==> src/rtl/cmt_pkg.sv <==
package cmt_pkg;
    typedef enum logic {
        ST_HALT  = 1'b0,
        ST_COUNT = 1'b1
    } chan_state_e;

    localparam int unsigned ADDR_W = 3;
    localparam int unsigned NPIN   = 2;

    localparam logic [ADDR_W-1:0] A_CTRL  = 3'd0;
    localparam logic [ADDR_W-1:0] A_CFG_A = 3'd1;
    localparam logic [ADDR_W-1:0] A_CFG_B = 3'd2;
    localparam logic [ADDR_W-1:0] A_FSEL  = 3'd3;
    localparam logic [ADDR_W-1:0] A_PORT  = 3'd4;
    localparam logic [ADDR_W-1:0] A_CMP_A = 3'd5;
    localparam logic [ADDR_W-1:0] A_CMP_B = 3'd6;
    localparam logic [ADDR_W-1:0] A_CNT   = 3'd7;
endpackage

==> src/rtl/cmt_counter.sv <==
module cmt_counter #(
    parameter int unsigned CW = 16
) (
    input  logic          clk,
    input  logic          rst_n,
    input  logic          run,
    input  logic          clr,
    input  logic          load,
    input  logic [CW-1:0] load_val,
    output logic [CW-1:0] cnt
);
    localparam logic [CW-1:0] ONE = CW'(1);

    always_ff @(posedge clk or negedge rst_n) begin
        if (!rst_n) begin
            cnt <= '0;
        end else if (load) begin
            cnt <= load_val;
        end else if (run) begin
            cnt <= clr ? '0 : cnt + ONE;
        end
    end
endmodule

==> src/rtl/cmt_pin.sv <==
module cmt_pin (
    input  logic clk,
    input  logic rst_n,
    input  logic cfg_wr,
    input  logic cfg_init,
    input  logic cfg_match,
    input  logic cfg_keep,
    input  logic hit_init,
    input  logic hit_match,
    output logic lvl
);
    logic init_q;
    logic match_q;

    always_ff @(posedge clk or negedge rst_n) begin
        if (!rst_n) begin
            init_q  <= 1'b0;
            match_q <= 1'b0;
        end else if (cfg_wr) begin
            init_q  <= cfg_init;
            match_q <= cfg_match;
        end
    end

    always_ff @(posedge clk or negedge rst_n) begin
        if (!rst_n) begin
            lvl <= 1'b0;
        end else if (cfg_wr && !cfg_keep) begin
            lvl <= cfg_init;
        end else if (hit_init) begin
            lvl <= init_q;
        end else if (hit_match) begin
            lvl <= match_q;
        end
    end
endmodule

==> src/rtl/cmt_padmux.sv <==
module cmt_padmux #(
    parameter int unsigned NP = 2
) (
    input  logic [NP-1:0] fsel,
    input  logic [NP-1:0] tmr_lvl,
    input  logic [NP-1:0] port_lvl,
    input  logic [NP-1:0] port_oe,
    output logic [NP-1:0] pad_out,
    output logic [NP-1:0] pad_oe
);
    for (genvar i = 0; i < NP; i++) begin : g_pad
        assign pad_out[i] = fsel[i] ? tmr_lvl[i] : port_lvl[i];
        assign pad_oe[i]  = fsel[i] ? 1'b1       : port_oe[i];
    end
endmodule

==> src/rtl/cmt_pin_timer.sv <==
module cmt_pin_timer
    import cmt_pkg::*;
#(
    parameter int unsigned CW = 16
) (
    input  logic          clk,
    input  logic          rst_n,
    input  logic          wr_en,
    input  logic [2:0]    wr_addr,
    input  logic [CW-1:0] wr_data,
    output logic [1:0]    pad_out,
    output logic [1:0]    pad_oe,
    output logic [1:0]    tmr_lvl,
    output logic [CW-1:0] cnt_val
);
    chan_state_e     state_q;
    chan_state_e     state_d;
    logic            running;
    logic            pwm_q;
    logic [CW-1:0]   cmp_a_q;
    logic [CW-1:0]   cmp_b_q;
    logic [NPIN-1:0] fsel_q;
    logic [NPIN-1:0] port_lvl_q;
    logic [NPIN-1:0] port_oe_q;
    logic            hit_a;
    logic            hit_b;
    logic [NPIN-1:0] cfg_wr;
    logic [NPIN-1:0] cfg_keep;
    logic [NPIN-1:0] hit_init;
    logic [NPIN-1:0] hit_match;

    wire wr_ctrl = wr_en && (wr_addr == A_CTRL);

    // Controller next-state logic
    always_comb begin
        state_d = state_q;
        unique case (state_q)
            ST_HALT:  if (wr_ctrl &&  wr_data[0]) state_d = ST_COUNT;
            ST_COUNT: if (wr_ctrl && !wr_data[0]) state_d = ST_HALT;
        endcase
    end

    // Controller state register
    always_ff @(posedge clk or negedge rst_n) begin
        if (!rst_n) state_q <= ST_HALT;
        else        state_q <= state_d;
    end

    // Controller outputs
    always_comb begin
        running = 1'b0;
        unique case (state_q)
            ST_HALT:  running = 1'b0;
            ST_COUNT: running = 1'b1;
        endcase
    end

    // Configuration registers
    always_ff @(posedge clk or negedge rst_n) begin
        if (!rst_n) begin
            pwm_q      <= 1'b0;
            cmp_a_q    <= '1;
            cmp_b_q    <= '1;
            fsel_q     <= '0;
            port_lvl_q <= '0;
            port_oe_q  <= '0;
        end else if (wr_en) begin
            unique case (wr_addr)
                A_CTRL:  pwm_q <= wr_data[1];
                A_FSEL:  fsel_q <= wr_data[1:0];
                A_PORT: begin
                    port_lvl_q <= wr_data[1:0];
                    port_oe_q  <= wr_data[3:2];
                end
                A_CMP_A: cmp_a_q <= wr_data;
                A_CMP_B: cmp_b_q <= wr_data;
                default: ;
            endcase
        end
    end

    assign hit_a = running && (cnt_val == cmp_a_q);
    assign hit_b = running && (cnt_val == cmp_b_q);

    cmt_counter #(.CW(CW)) u_cnt (
        .clk      (clk),
        .rst_n    (rst_n),
        .run      (running),
        .clr      (hit_a && pwm_q),
        .load     (wr_en && (wr_addr == A_CNT)),
        .load_val (wr_data),
        .cnt      (cnt_val)
    );

    // Pin A: compare-A match in normal mode; period pin in pulse-width mode.
    // Pin B: duty pin; returns to its initial level on a period match.
    assign cfg_wr    = {wr_en && (wr_addr == A_CFG_B), wr_en && (wr_addr == A_CFG_A)};
    assign cfg_keep  = {1'b0, pwm_q};
    assign hit_init  = {hit_a && pwm_q, 1'b0};
    assign hit_match = {hit_b, hit_a && !pwm_q};

    for (genvar i = 0; i < NPIN; i++) begin : g_pin
        cmt_pin u_pin (
            .clk       (clk),
            .rst_n     (rst_n),
            .cfg_wr    (cfg_wr[i]),
            .cfg_init  (wr_data[0]),
            .cfg_match (wr_data[1]),
            .cfg_keep  (cfg_keep[i]),
            .hit_init  (hit_init[i]),
            .hit_match (hit_match[i]),
            .lvl       (tmr_lvl[i])
        );
    end

    cmt_padmux #(.NP(NPIN)) u_mux (
        .fsel     (fsel_q),
        .tmr_lvl  (tmr_lvl),
        .port_lvl (port_lvl_q),
        .port_oe  (port_oe_q),
        .pad_out  (pad_out),
        .pad_oe   (pad_oe)
    );
endmodule

==> config.mk <==
export PLATFORM = sky130hd
export DESIGN_NAME = cmt_pin_timer
export DESIGN_NICKNAME = d
export VERILOG_FILES = /design/src/rtl/cmt_pkg.sv /design/src/rtl/cmt_counter.sv /design/src/rtl/cmt_pin.sv /design/src/rtl/cmt_padmux.sv /design/src/rtl/cmt_pin_timer.sv
export SDC_FILE = /design/constraint.sdc
export NUM_CORES = 1
export LEC_CHECK = 0
export BUFFER_PORTS_ARGS = -buffer_cell sky130_fd_sc_hd__buf_2
export CAP_MARGIN = 10
export CORE_AREA = 2 2 117 119
export DETAILED_ROUTE_END_ITERATION = 6
export DIE_AREA = 0 0 119 121
export GPL_ROUTABILITY_DRIVEN = 0
export PLACE_DENSITY = 0.48
export SYNTH_ARGS = -nofsm -noshare
export SYNTH_HDL_FRONTEND = slang
export SYNTH_SLANG_ARGS = --single-unit
==> constraint.sdc <==
create_clock -name clk -period 2.9 [get_ports clk]
set_input_delay 0.58 -clock clk [delete_from_list [all_inputs] [get_ports clk]]
set_output_delay 0.58 -clock clk [all_outputs]
set_load 0.005 [all_outputs]
==> reports/metrics.csv, run 1 <==
stage,metric,value,unit
run_status,outcome,"finished, final reports clean",
cts,cts.sink_count,61,
grt,largest_net_degree_at_the_start_of_global_routing,35,
setup_path,cp_cell_sequence,inv_2 > a2111o_1 > nor4_1 > nand2_1 > nor2_1 > o31ai_1,
drt,dr.pass1.iters,4,
floorplanning,core_region_area,13100,µm²
place,io_buffer_count,43,
floorplanning,dieWidth,119,µm
drt,viasPerCell,4.54,
floorplanning,die-area,14400,µm²
cts,path_clk_slew,50,ps
cts,tritoncts.num_buffers,9,
synthesis,mapped_cells,299,
drt,ant_nets,0,
setup_path,cp_data_arrival_time,2660,ps
setup_path,worstPathMaxFanout,13,
drt,detailedRoute.firstIterationViolations,167,
timing,period_share,0.852,
timing,worstMarginPinSlew,687,ps
finish,post_layout_nonfiller_instances,522,
finish,fillers,1357,
grt,number_of_global_route_vias_before_repair,2450,
drt,drt_wl_total,8390,µm
timing,final.min_clock_period,2470,ps
power_and_ir_drop,power.share.combinational,0.245,
synthesis,synth_nets,322,
timing,clock_skew,2.97,ps
setup_path,crit_path_class,register to register,
synthesis,post_synth.cell_area_avg,10.8,µm²
power_and_ir_drop,net-switching-power,1020,µW
power_and_ir_drop,internal_power,2200,µW
grt,track_usage,0.125,
cts,tritoncts_clock_tree,done,
grt,grt_pass1_wl,13600,µm
power_and_ir_drop,power_density,821,nW/µm²
drt,wl_met3,326,µm
power_and_ir_drop,worst_ir_drop_vdd,309,µV
place,dp_cells,506,
cts,root_buffer,sky130_fd_sc_hd__clkbuf_16,
drt,routed_wl_met2,4030,µm
timing,final_max_slew_viol_count,0,
setup_path,path_delay_family,simple AND/OR/NAND/NOR gates,
cts,cts_resized,0,
synthesis,postSynthRegisterBits,61,
grt,grt_overflow,0,
floorplanning,die_height,121,µm
timing,post_route_setup_tns,0,ps
cts,cts_htree_levels,3,
cts,post-cts-setup-buffer-count,0,
setup_path,crit_buf_inv,1,
finish,antenna_diodes,0,
power_and_ir_drop,sequentialPowerShare,0.432,
drt,top_layer_used,met4,
drt,detail_route.wl_per_cell,16.1,µm
floorplanning,start_util,0.247,
timing,slew_headroom,0.542,
power_and_ir_drop,pwr-share-clk,0.323,
place,dp_hpwl,6290,µm
setup_path,setup.worst_path.start_class,register,
synthesis,synth.cell_area,3230,µm²
timing,hold_violations_final,0,
synthesis,synth_seq_area_share,0.485,
drt,vias,2370,
cts,worstSkewPairLatency,320,ps
grt,initial_antenna_violation_count,0,
finish,post_route_cells_drive_above_1_share,0.408,
setup_path,crit_required,3090,ps
floorplanning,fp-row-count,42,
setup_path,worst_setup_path_end_kind,register,
timing,fmaxAchievable,405,MHz
power_and_ir_drop,total_leakage_power,0.00156,µW
synthesis,yosys_warnings,0,
floorplanning,ioPinCount,44,
cts,cts.hold.buffers_added,0,
hold_path,hold_path.class,primary input to asynchronous set/reset pin,
drt,met1_length,3910,µm
timing,setup_violations,0,
cts,clock_path_buffers,2,
setup_path,cell_type_of_the_slowest_stage_on_the_worst_timing_path,sky130_fd_sc_hd__dfrtp_1,
setup_path,critPathMaxStageDelay,590,ps
timing,grt_setup_unrepaired,no,
drt,number_of_remaining_drc_errors,0,
run,max_cap_violations,0,
finish,layout.nets,364,
power_and_ir_drop,switching_share,0.317,
finish,area_growth,21.7,%
synthesis,yosysUniqueCellTypes,42,
## area by class of cell
type	instances	area [µm²]	area share
clock buffer	9	225	0.0573
clock inverter	7	66.3	0.0169
inverter	8	30.0	0.00764
multi-input combinational	213	1560	0.396
sequential	61	1570	0.399
tap	176	220	0.0561
timing repair buffer	48	265	0.0675
## cell usage after synthesis, drive strengths merged
cell | number | area (µm²)
mux2 | 39 | 439
dfstp | 32 | 841
dfrtp | 29 | 726
nand2 | 27 | 101
xor2 | 23 | 201
xnor2 | 16 | 140
nand3 | 13 | 65.1
nor2 | 13 | 48.8
o21ai | 13 | 65.1
clkbuf | 12 | 45.0
o31ai | 10 | 75.1
inv | 8 | 30.0
nor4 | 7 | 56.3
a21oi | 6 | 30.0
nand4 | 6 | 37.5
buf | 5 | 32.5
nor2b | 4 | 25.0
nor3 | 4 | 20.0
a31oi | 3 | 18.8
and3 | 3 | 18.8
and4 | 3 | 26.3
nand2b | 3 | 18.8
and2 | 2 | 12.5
nand4b | 2 | 17.5
nor3b | 2 | 15.0
or2 | 2 | 12.5
a2111o | 1 | 11.3
a2bb2oi | 1 | 15.0
a41oi | 1 | 8.76
ha | 1 | 12.5
o2111ai | 1 | 8.76
o211ai | 1 | 7.51
o21a | 1 | 7.51
o221ai | 1 | 8.76
o22a | 1 | 8.76
o22ai | 1 | 6.26
o32ai | 1 | 8.76
or3 | 1 | 6.26
## routing by layer
layer,global-route usage,vias to the layer above
met1,0.160,1177
met2,0.205,42
met3,0.0338,8
li1,-,1143
met5,0,-
met4,0.0402,0
## power groups by stage
stage | logic (µW) | clock network (µW) | registers (µW)
global route | 889 | 1110 | 1430
detailed placement | 801 | 0 | 1410
floorplan | 587 | 0 | 1300
finish | 789 | 1040 | 1390
global placement | 802 | 0 | 1410
CTS | 808 | 1060 | 1400
## metrics by stage
stage | total power (µW) | worst slack [ps] | area, µm² | utilization | hold WS [ps]
detailed placement | 2210 | 430 | 3640 | 0.278 | 488
finish | 3220 | 428 | 3930 | 0.300 | 302
CTS | 3270 | 414 | 3930 | 0.300 | 319
global route | 3430 | 199 | 3930 | 0.300 | 348
global placement | 2210 | 510 | 3640 | 0.278 | 478
floorplan | 1890 | 1020 | 3230 | - | 284
## sequential cells by signal, summed over array words and instances, names as in the netlist, named ones only
signal               count
port_lvl_q               2
pwm_q                    1
cmp_a_q                 16
g_pin.u_pin.lvl          2
g_pin.u_pin.init_q       1
u_cnt.cnt               16
g_pin.u_pin.match_q      2
port_oe_q                2
fsel_q                   2
cmp_b_q                 16
## cells in the final DEF (no fill, tap or decap), types with 2 or more instances in the layout
| master | n |
|---|---|
| sky130_fd_sc_hd__clkbuf_16 | 9 |
| sky130_fd_sc_hd__mux2_2 | 39 |
| sky130_fd_sc_hd__nor3_1 | 4 |
| sky130_fd_sc_hd__nor2_1 | 13 |
| sky130_fd_sc_hd__and4_1 | 3 |
| sky130_fd_sc_hd__nor3b_1 | 2 |
| sky130_fd_sc_hd__nor4_1 | 5 |
| sky130_fd_sc_hd__nor2b_1 | 4 |
| sky130_fd_sc_hd__a21oi_1 | 6 |
| sky130_fd_sc_hd__dfstp_2 | 32 |
| sky130_fd_sc_hd__nand4b_1 | 2 |
| sky130_fd_sc_hd__o21ai_1 | 2 |
| sky130_fd_sc_hd__o31ai_1 | 10 |
| sky130_fd_sc_hd__nor4_2 | 2 |
| sky130_fd_sc_hd__xnor2_1 | 16 |
| sky130_fd_sc_hd__dfrtp_1 | 29 |
| sky130_fd_sc_hd__buf_2 | 43 |
| sky130_fd_sc_hd__nand2_1 | 27 |
| sky130_fd_sc_hd__and2_1 | 2 |
| sky130_fd_sc_hd__buf_4 | 4 |
| sky130_fd_sc_hd__xor2_1 | 23 |
| sky130_fd_sc_hd__inv_1 | 7 |
| sky130_fd_sc_hd__nand3_1 | 13 |
| sky130_fd_sc_hd__a31oi_1 | 3 |
| sky130_fd_sc_hd__nand2b_1 | 3 |
| sky130_fd_sc_hd__or2_2 | 2 |
| sky130_fd_sc_hd__and3_1 | 3 |
| sky130_fd_sc_hd__o21ai_0 | 11 |
| sky130_fd_sc_hd__nand4_1 | 6 |
| sky130_fd_sc_hd__clkinv_2 | 4 |
## cell families (layout without fill, tap and decap cells)
group / after synthesis / count (layout) / synth area share
multiplexers: 39 / 39 / 0.136
XOR/XNOR: 39 / 39 / 0.106
flip-flops: 61 / 61 / 0.485
adder cells (fa/ha/maj): 1 / 1 / 0.00387
AO/OA/AOI/OAI: 42 / 42 / 0.0868
AND/OR/NAND/NOR: 92 / 92 / 0.149
buffers and inverters: 25 / 72 / 0.0333
## final timing paths
path                            cells after the start  slack [ps]                        end                   start
worst max-delay path                                6         430  u_cnt.cnt[15]$_DFFE_PN0P_                register
worst min-delay path                                1         300  u_cnt.cnt[14]$_DFFE_PN0P_                   rst_n
worst max register to register                      6         430  u_cnt.cnt[15]$_DFFE_PN0P_                register
worst min register to register                      2         490     cmp_b_q[0]$_DFFE_PN1P_  cmp_b_q[0]$_DFFE_PN1P_
max in group asynchronous                           2        1920     cmp_b_q[3]$_DFFE_PN1P_                   rst_n
min in group clk                                    2         490     cmp_b_q[0]$_DFFE_PN1P_  cmp_b_q[0]$_DFFE_PN1P_
Note: power is estimated with default switching activity, not from simulation.
==> run 2, diff against run 1 <==
--- a/config.mk
+++ b/config.mk
@@ -11,7 +11,6 @@
 export DETAILED_ROUTE_END_ITERATION = 6
 export DIE_AREA = 0 0 119 121
 export GPL_ROUTABILITY_DRIVEN = 0
-export PLACE_DENSITY = 0.48
 export SYNTH_ARGS = -nofsm -noshare
 export SYNTH_HDL_FRONTEND = slang
 export SYNTH_SLANG_ARGS = --single-unit
==> run 2 against run 1 <==
Utilization down 0.27 points. Register-to-register slack worse by 20 ps. Total power down 2.2%. Via count up 0.68%. Global-route usage up 0.058 points. Maximum frequency down 0.87%. Combinational power up 0.5%. Sequential cell count unchanged. Critical path type unchanged. Critical endpoint is now u_cnt.cnt[9]$_DFFE_PN0P_. Largest power group unchanged.
==> reports/metrics.csv, run 2 (synthesis gave the netlist of run 1 again) <==
stage,metric,value,unit,change
floorplanning,dieWidth,119,µm,unchanged
cts,cts.sink_count,61,,unchanged
floorplanning,die_height,121,µm,unchanged
floorplanning,core_region_area,13100,µm²,unchanged
cts,tritoncts_clock_tree,done,,
setup_path,setup.worst_path.start_class,register,,
setup_path,crit_path_class,register to register,,
setup_path,rr_worst_depth,6,,unchanged
timing,period_share,0.860,,+0.00750
finish,fillers,1325,,-2.4%
grt,largest_net_degree_at_the_start_of_global_routing,37,,+5.7%
drt,detail_route.wl_per_cell,16.2,µm,+0.72%
drt,ant_nets,0,,unchanged
cts,worstSkewPairLatency,340,ps,+20 ps
run_status,outcome,"finished, final reports clean",,
drt,drt_wl_total,8440,µm,+0.52%
setup_path,worstPathMaxFanout,13,,unchanged
drt,viasPerCell,4.58,,+0.87%
run,max_cap_violations,0,,unchanged
setup_path,cp_cell_sequence,inv_2 > a2111o_1 > nor4_1 > nand2_1 > nor2_1 > o31ai_1,,
floorplanning,start_util,0.247,,unchanged
setup_path,worstReg2RegEnd,u_cnt.cnt[9]$_DFFE_PN0P_,,
finish,regArea,1570,µm²,unchanged
cts,cts_resized,0,,unchanged
cts,root_buffer,sky130_fd_sc_hd__clkbuf_16,,
finish,multi_input_area,1560,µm²,unchanged
finish,antenna_diodes,0,,unchanged
grt,track_usage,0.126,,+0.000579
drt,dr.pass1.iters,4,,unchanged
setup_path,crit_required,3100,ps,about the same
timing,setup_slack,407,ps,-21.8 ps
setup_path,cell_type_of_the_slowest_stage_on_the_worst_timing_path,sky130_fd_sc_hd__dfrtp_1,,
timing,clock_skew,5.47,ps,+2.51 ps
cts,cts_htree_levels,3,,unchanged
drt,detailedRoute.firstIterationViolations,137,,-18%
floorplanning,ioPinCount,44,,unchanged
finish,post_layout_nonfiller_instances,521,,-0.19%
timing,final.min_clock_period,2490,ps,+21.8 ps
setup_path,cp_data_arrival_time,2690,ps,+30 ps
finish,biggestRegsByFlops,"cmp_a_q (16), cmp_b_q (16), u_cnt.cnt (16)",,
timing,final_max_slew_viol_count,0,,unchanged
place,io_buffer_count,43,,unchanged
cts,post-cts-setup-buffer-count,0,,unchanged
place,dp_cells,505,,-0.20%
power_and_ir_drop,worst_ir_drop_vdd,264,µV,-15%
drt,number_of_remaining_drc_errors,0,,unchanged
hold_path,hold_path.class,primary input to asynchronous set/reset pin,,
finish,post_route_cells_drive_above_1_share,0.394,,-0.0133
timing,setup_violations,0,,unchanged
setup_path,critPathMaxStageDelay,580,ps,about the same
cts,path_clk_slew,50,ps,about the same
grt,number_of_global_route_vias_before_repair,2460,,+0.41%
grt,grt_pass1_wl,13600,µm,+0.21%
setup_path,path_delay_family,simple AND/OR/NAND/NOR gates,,
cts,clock_path_buffers,2,,unchanged
grt,initial_antenna_violation_count,0,,unchanged
floorplanning,fp-row-count,42,,unchanged
cts,cts.hold.buffers_added,0,,unchanged
setup_path,ff2ff_setup_slack,410,ps,-20 ps
power_and_ir_drop,power_density,810,nW/µm²,-1.3%
timing,slew_headroom,0.587,,+0.0446
finish,final_core_util,0.298,,-0.00268
finish,area_growth,20.6,%,
timing,grt_setup_unrepaired,no,,
setup_path,worst_setup_path_end_kind,register,,
timing,hold_violations_final,0,,unchanged
grt,grt_overflow,0,,unchanged
power_and_ir_drop,total_leakage_power,0.00154,µW,-1.3%
finish,layout.cells.most_common,sky130_fd_sc_hd__buf_2,,
drt,vias,2386,,+0.68%
setup_path,crit_buf_inv,1,,unchanged
place,dp_hpwl,6160,µm,-2.2%
timing,post_route_setup_tns,0,ps,unchanged
finish,layout.cells.most_common_list,"sky130_fd_sc_hd__buf_2, sky130_fd_sc_hd__mux2_2, sky130_fd_sc_hd__dfstp_2",,
cts,tritoncts.num_buffers,9,,unchanged
timing,worstMarginPinSlew,619,ps,-68.2 ps
place,preCtsSetupSlack,470,ps,+39.4 ps
timing,fmaxAchievable,401,MHz,-0.87%
floorplanning,die-area,14400,µm²,unchanged
finish,layout.nets,363,,-0.27%
[run 2: how the worst max path moves through the flow]
stage	to	slack, ps	cells past startpoint
after CTS	u_cnt.cnt[9]$_DFFE_PN0P_	430	6
after global routing	u_cnt.cnt[9]$_DFFE_PN0P_	190	6
final	u_cnt.cnt[9]$_DFFE_PN0P_	410	6
after detailed placement	u_cnt.cnt[9]$_DFFE_PN0P_	470	6
after floorplan	u_cnt.cnt[15]$_DFFE_PN0P_	1020	7
after global placement	u_cnt.cnt[0]$_DFFE_PN0P_	530	6
[run 2: per-stage QoR]
stage          area [µm²]  total power, µW  hold slack, ps
3_3_place_gp         3630             2200             478
3_5_place_dp         3630             2210             489
2_1_floorplan        3230             1890             284
6_report             3890             3150             265
4_1_cts              3890             3190             279
5_1_grt              3890             3360             302
[run 2: power by group]
| group | switching (µW) | internal, µW | total, µW |
|---|---|---|---|
| Combinational | 381 | 412 | 793 |
| Sequential | 272 | 1130 | 1400 |
| Clock | 361 | 598 | 959 |
[run 2: layer usage]
layer | share of wire | global-route usage | wire (µm) | vias up
li1 | - | - | - | 1142
met1 | 0.43 | 0.145 | 3590 | 1172
met2 | 0.51 | 0.218 | 4330 | 59
met3 | 0.040 | 0.0343 | 341 | 13
met4 | 0.020 | 0.0536 | 170 | 0
met5 | 0 | 0 | 0 | -
[run 2: layout make-up]
class,count,area share
clock buffers,14,0.0652
clock inverters,2,0.00257
inverters,8,0.00771
multi-input cells,213,0.399
flip-flops and latches,61,0.402
well taps,176,0.0566
repair buffers,47,0.0662
==> run 3, diff against run 2 <==
--- a/config.mk
+++ b/config.mk
@@ -5,12 +5,14 @@
 export SDC_FILE = /design/constraint.sdc
 export NUM_CORES = 1
 export LEC_CHECK = 0
+export ABC_AREA = 1
 export BUFFER_PORTS_ARGS = -buffer_cell sky130_fd_sc_hd__buf_2
 export CAP_MARGIN = 10
-export CORE_AREA = 2 2 117 119
+export CORE_AREA = 2 2 127 129
 export DETAILED_ROUTE_END_ITERATION = 6
-export DIE_AREA = 0 0 119 121
+export DIE_AREA = 0 0 129 131
 export GPL_ROUTABILITY_DRIVEN = 0
+export PLACE_DENSITY = 0.51
 export SYNTH_ARGS = -nofsm -noshare
 export SYNTH_HDL_FRONTEND = slang
 export SYNTH_SLANG_ARGS = --single-unit
==> run 3 against run 2 <==
Utilization is 0.068 points lower. Highest routed layer unchanged. Critical path depth is 5 higher. Cell count is 61% higher. Sequential cell count stayed put. Worst setup slack better by 620 ps.
==> reports/metrics.csv, run 3 <==
stage,metric,value,unit,change
floorplanning,core_region_area,15600,µm²,+19%
synthesis,synth-compound-area-share,0.103,,+0.0164
drt,dr.pass1.iters,4,,unchanged
synthesis,synth_seq_area_share,0.410,,-0.0751
timing,setup_violations,0,,unchanged
grt,track_usage,0.148,,+0.0225
timing,final.min_clock_period,1880,ps,-618 ps
hold_path,hold_path.class,primary input to asynchronous set/reset pin,,
cts,post-cts-setup-buffer-count,0,,unchanged
timing,worstMarginPinSlew,558,ps,-60.5 ps
synthesis,synth-xor-area-share,0.0367,,-0.0691
synthesis,synth.cell_area,3820,µm²,+18%
synthesis,yosys-top-cells-count,"sky130_fd_sc_hd__nand2_1, sky130_fd_sc_hd__inv_1, sky130_fd_sc_hd__nor2_1",,
synthesis,post_synth.cell_area_avg,6.65,µm²,-38%
grt,number_of_global_route_vias_before_repair,3495,,+42%
synthesis,synthDominantAreaCellType,sky130_fd_sc_hd__dfstp_2,,
timing,clock_skew,6.97,ps,+1.50 ps
timing,period_share,0.647,,-0.213
cts,cts.hold.buffers_added,0,,unchanged
setup_path,cp_cell_sequence,inv_1 > nand2_1 > nand2_1 > inv_1 > nand2_1 > nor2_1 > nand4_2 > nand2_4 > nor2_2 > nand2_1 > nand2_1,,
finish,fin_area,4630,µm²,+19%
setup_path,cp-startpoint,u_cnt.cnt[12]$_DFFE_PN0P_,,
place,area_after_dpl,4270,µm²,+18%
run_status,outcome,"finished, final reports clean",,
setup_path,cell_type_of_the_slowest_stage_on_the_worst_timing_path,sky130_fd_sc_hd__dfrtp_1,,
synthesis,synth_top_family_by_area,simple AND/OR/NAND/NOR gates,,
timing,fmaxAchievable,533,MHz,+33%
finish,layout.cells.most_common_list,"sky130_fd_sc_hd__nand2_1, sky130_fd_sc_hd__inv_1, sky130_fd_sc_hd__nor2_1",,
synthesis,synth_nets,598,,+86%
finish,biggestRegsByFlops,"cmp_a_q (16), cmp_b_q (16), u_cnt.cnt (16)",,
setup_path,worst_setup_path_end_kind,register,,
setup_path,crit_path_class,register to register,,
place,dp_cells,823,,+63%
cts,tritoncts.num_buffers,9,,unchanged
synthesis,yosys.area_share.adder,0.00327,,-0.000600
finish,fillers,1725,,+30%
timing,post_route_setup_tns,0,ps,unchanged
finish,layout.cells.most_common,sky130_fd_sc_hd__nand2_1,,
setup_path,r2r-start,u_cnt.cnt[12]$_DFFE_PN0P_,,
run,max_cap_violations,0,,unchanged
timing,worst_hold_slack_across_all_endpoints,230,ps,-34.5 ps
floorplanning,die_height,131,µm,+8.3%
finish,area_growth,21.2,%,
cts,root_buffer,sky130_fd_sc_hd__clkbuf_16,,
power_and_ir_drop,power_density,879,nW/µm²,+8.5%
drt,vias,3569,,+50%
synthesis,mapped_cells,575,,+92%
cts,cts.sink_count,61,,unchanged
finish,post_layout_nonfiller_instances,839,,+61%
synthesis,basic_gate_share_of_the_synthesized_area_counting_and_or_nand_and_nor_cells,0.340,,+0.191
power_and_ir_drop,worst_ir_drop_vdd,312,µV,+19%
setup_path,crit_required,3180,ps,+80 ps
finish,antenna_diodes,0,,unchanged
drt,detailedRoute.firstIterationViolations,191,,+39%
synthesis,yosysUniqueCellTypes,28,,-33%
place,io_buffer_count,43,,unchanged
floorplanning,die-area,16900,µm²,+17%
floorplanning,start_util,0.245,,-0.00181
setup_path,cp_data_arrival_time,2150,ps,-540 ps
cts,tritoncts_clock_tree,done,,
cts,cts_htree_levels,3,,unchanged
synthesis,post-synth-top-count-cell,sky130_fd_sc_hd__nand2_1,,
floorplanning,ioPinCount,44,,unchanged
timing,setup_slack,1020,ps,+618 ps
grt,grt_overflow,0,,unchanged
cts,clock_path_buffers,2,,unchanged
cts,worstSkewPairLatency,340,ps,about the same
synthesis,synth_top_cells_by_area,"sky130_fd_sc_hd__dfstp_2, sky130_fd_sc_hd__nand2_1, sky130_fd_sc_hd__dfrtp_1",,
drt,drt_wl_total,11400,µm,+35%
timing,final_max_slew_viol_count,0,,unchanged
setup_path,setup.worst_path.start_class,register,,
setup_path,critPathMaxStageDelay,410,ps,-170 ps
drt,number_of_remaining_drc_errors,0,,unchanged
drt,detail_route.wl_per_cell,13.5,µm,-16%
synthesis,postSynthRegisterBits,61,,unchanged
power_and_ir_drop,total_leakage_power,0.00240,µW,+55%
synthesis,synthFlopType,sky130_fd_sc_hd__dfstp_2,,
synthesis,synth_edf_count,0,,unchanged
timing,hold_violations_final,0,,unchanged
setup_path,worstPathMaxFanout,8,,-5
drt,ant_nets,0,,unchanged
synthesis,yosys_warnings,0,,unchanged
timing,grt_setup_unrepaired,no,,
synthesis,yosys.area.top_type_share,0.220,,-0.0403
setup_path,cp_common_cell,sky130_fd_sc_hd__nand2_1,,
floorplanning,fp-row-count,46,,+9.5%
drt,viasPerCell,4.25,,-7.1%
place,preCtsSetupSlack,750,ps,+281 ps
synthesis,ys_async_sr_fraction,1.00,,unchanged
timing,slew_headroom,0.628,,+0.0412
grt,initial_antenna_violation_count,0,,unchanged
floorplanning,dieWidth,129,µm,+8.4%
grt,grt_pass1_wl,18800,µm,+37%
cts,cts_resized,0,,unchanged
finish,post_route_cells_drive_above_1_share,0.180,,-0.214
synthesis,synth.mux.area_fraction,0,,-0.136
place,dp_hpwl,8830,µm,+43%
cts,path_clk_slew,50,ps,about the same
grt,largest_net_degree_at_the_start_of_global_routing,38,,+2.7%
finish,layout.nets,641,,+77%
-- run 3: power by group --
group	internal [µW]	total [µW]	switching, µW
combinational	509	1360	855
clock	909	1290	381
sequential	1120	1420	296
total	2540	4070	1530
-- run 3: area by class of cell --
cell class	count	area, µm²	area share
clock inverter	3	90.1	0.0195
timing repair buffer	46	250	0.0540
inverter	90	338	0.0730
sequential	61	1570	0.338
tap	216	270	0.0584
multi-input combinational	410	1850	0.399
clock buffer	13	270	0.0584
-- run 3: final timing paths --
path / to / slack [ps] / cells after the start
min reg2reg: port_oe_q[1]$_DFFE_PN0P_ / 470 / 2
min: u_cnt.cnt[12]$_DFFE_PN0P_ / 230 / 1
max: u_cnt.cnt[12]$_DFFE_PN0P_ / 1020 / 11
max reg2reg: u_cnt.cnt[12]$_DFFE_PN0P_ / 1020 / 11
min in group clk: port_oe_q[1]$_DFFE_PN0P_ / 470 / 2
max in group asynchronous: cmp_b_q[0]$_DFFE_PN1P_ / 2000 / 2
-- run 3: critical path, delay by kind of cell (launching register included) --
family | cells | cell delay [ps]
and+or+nand+nor | 9 | 1120
DFF | 1 | 410
buffers and inverters | 2 | 290
-- run 3: logic make-up (layout without fill, tap and decap cells) --
group	Yosys count	after routing
buffers and inverters	104	152
AO/OA/AOI/OAI	75	75
AND/OR/NAND/NOR	318	318
adder cells (fa/ha/maj)	1	1
XOR/XNOR	16	16
flip-flops	61	61
-- run 3: metrics by stage --
stage               total power, µW  utilization
finish                         4070        0.297
global route                   4410        0.297
CTS                            4110        0.297
detailed placement             2790        0.274
global placement               2800        0.274
floorplan                      2310            -
-- run 3: layer usage --
metal / global-route usage / up-vias / share of wire
li1: - / 1861 / -
met4: 0.0710 / 0 / 0.026
met1: 0.193 / 1612 / 0.47
met2: 0.237 / 74 / 0.46
met3: 0.0281 / 22 / 0.048
met5: 0 / - / 0
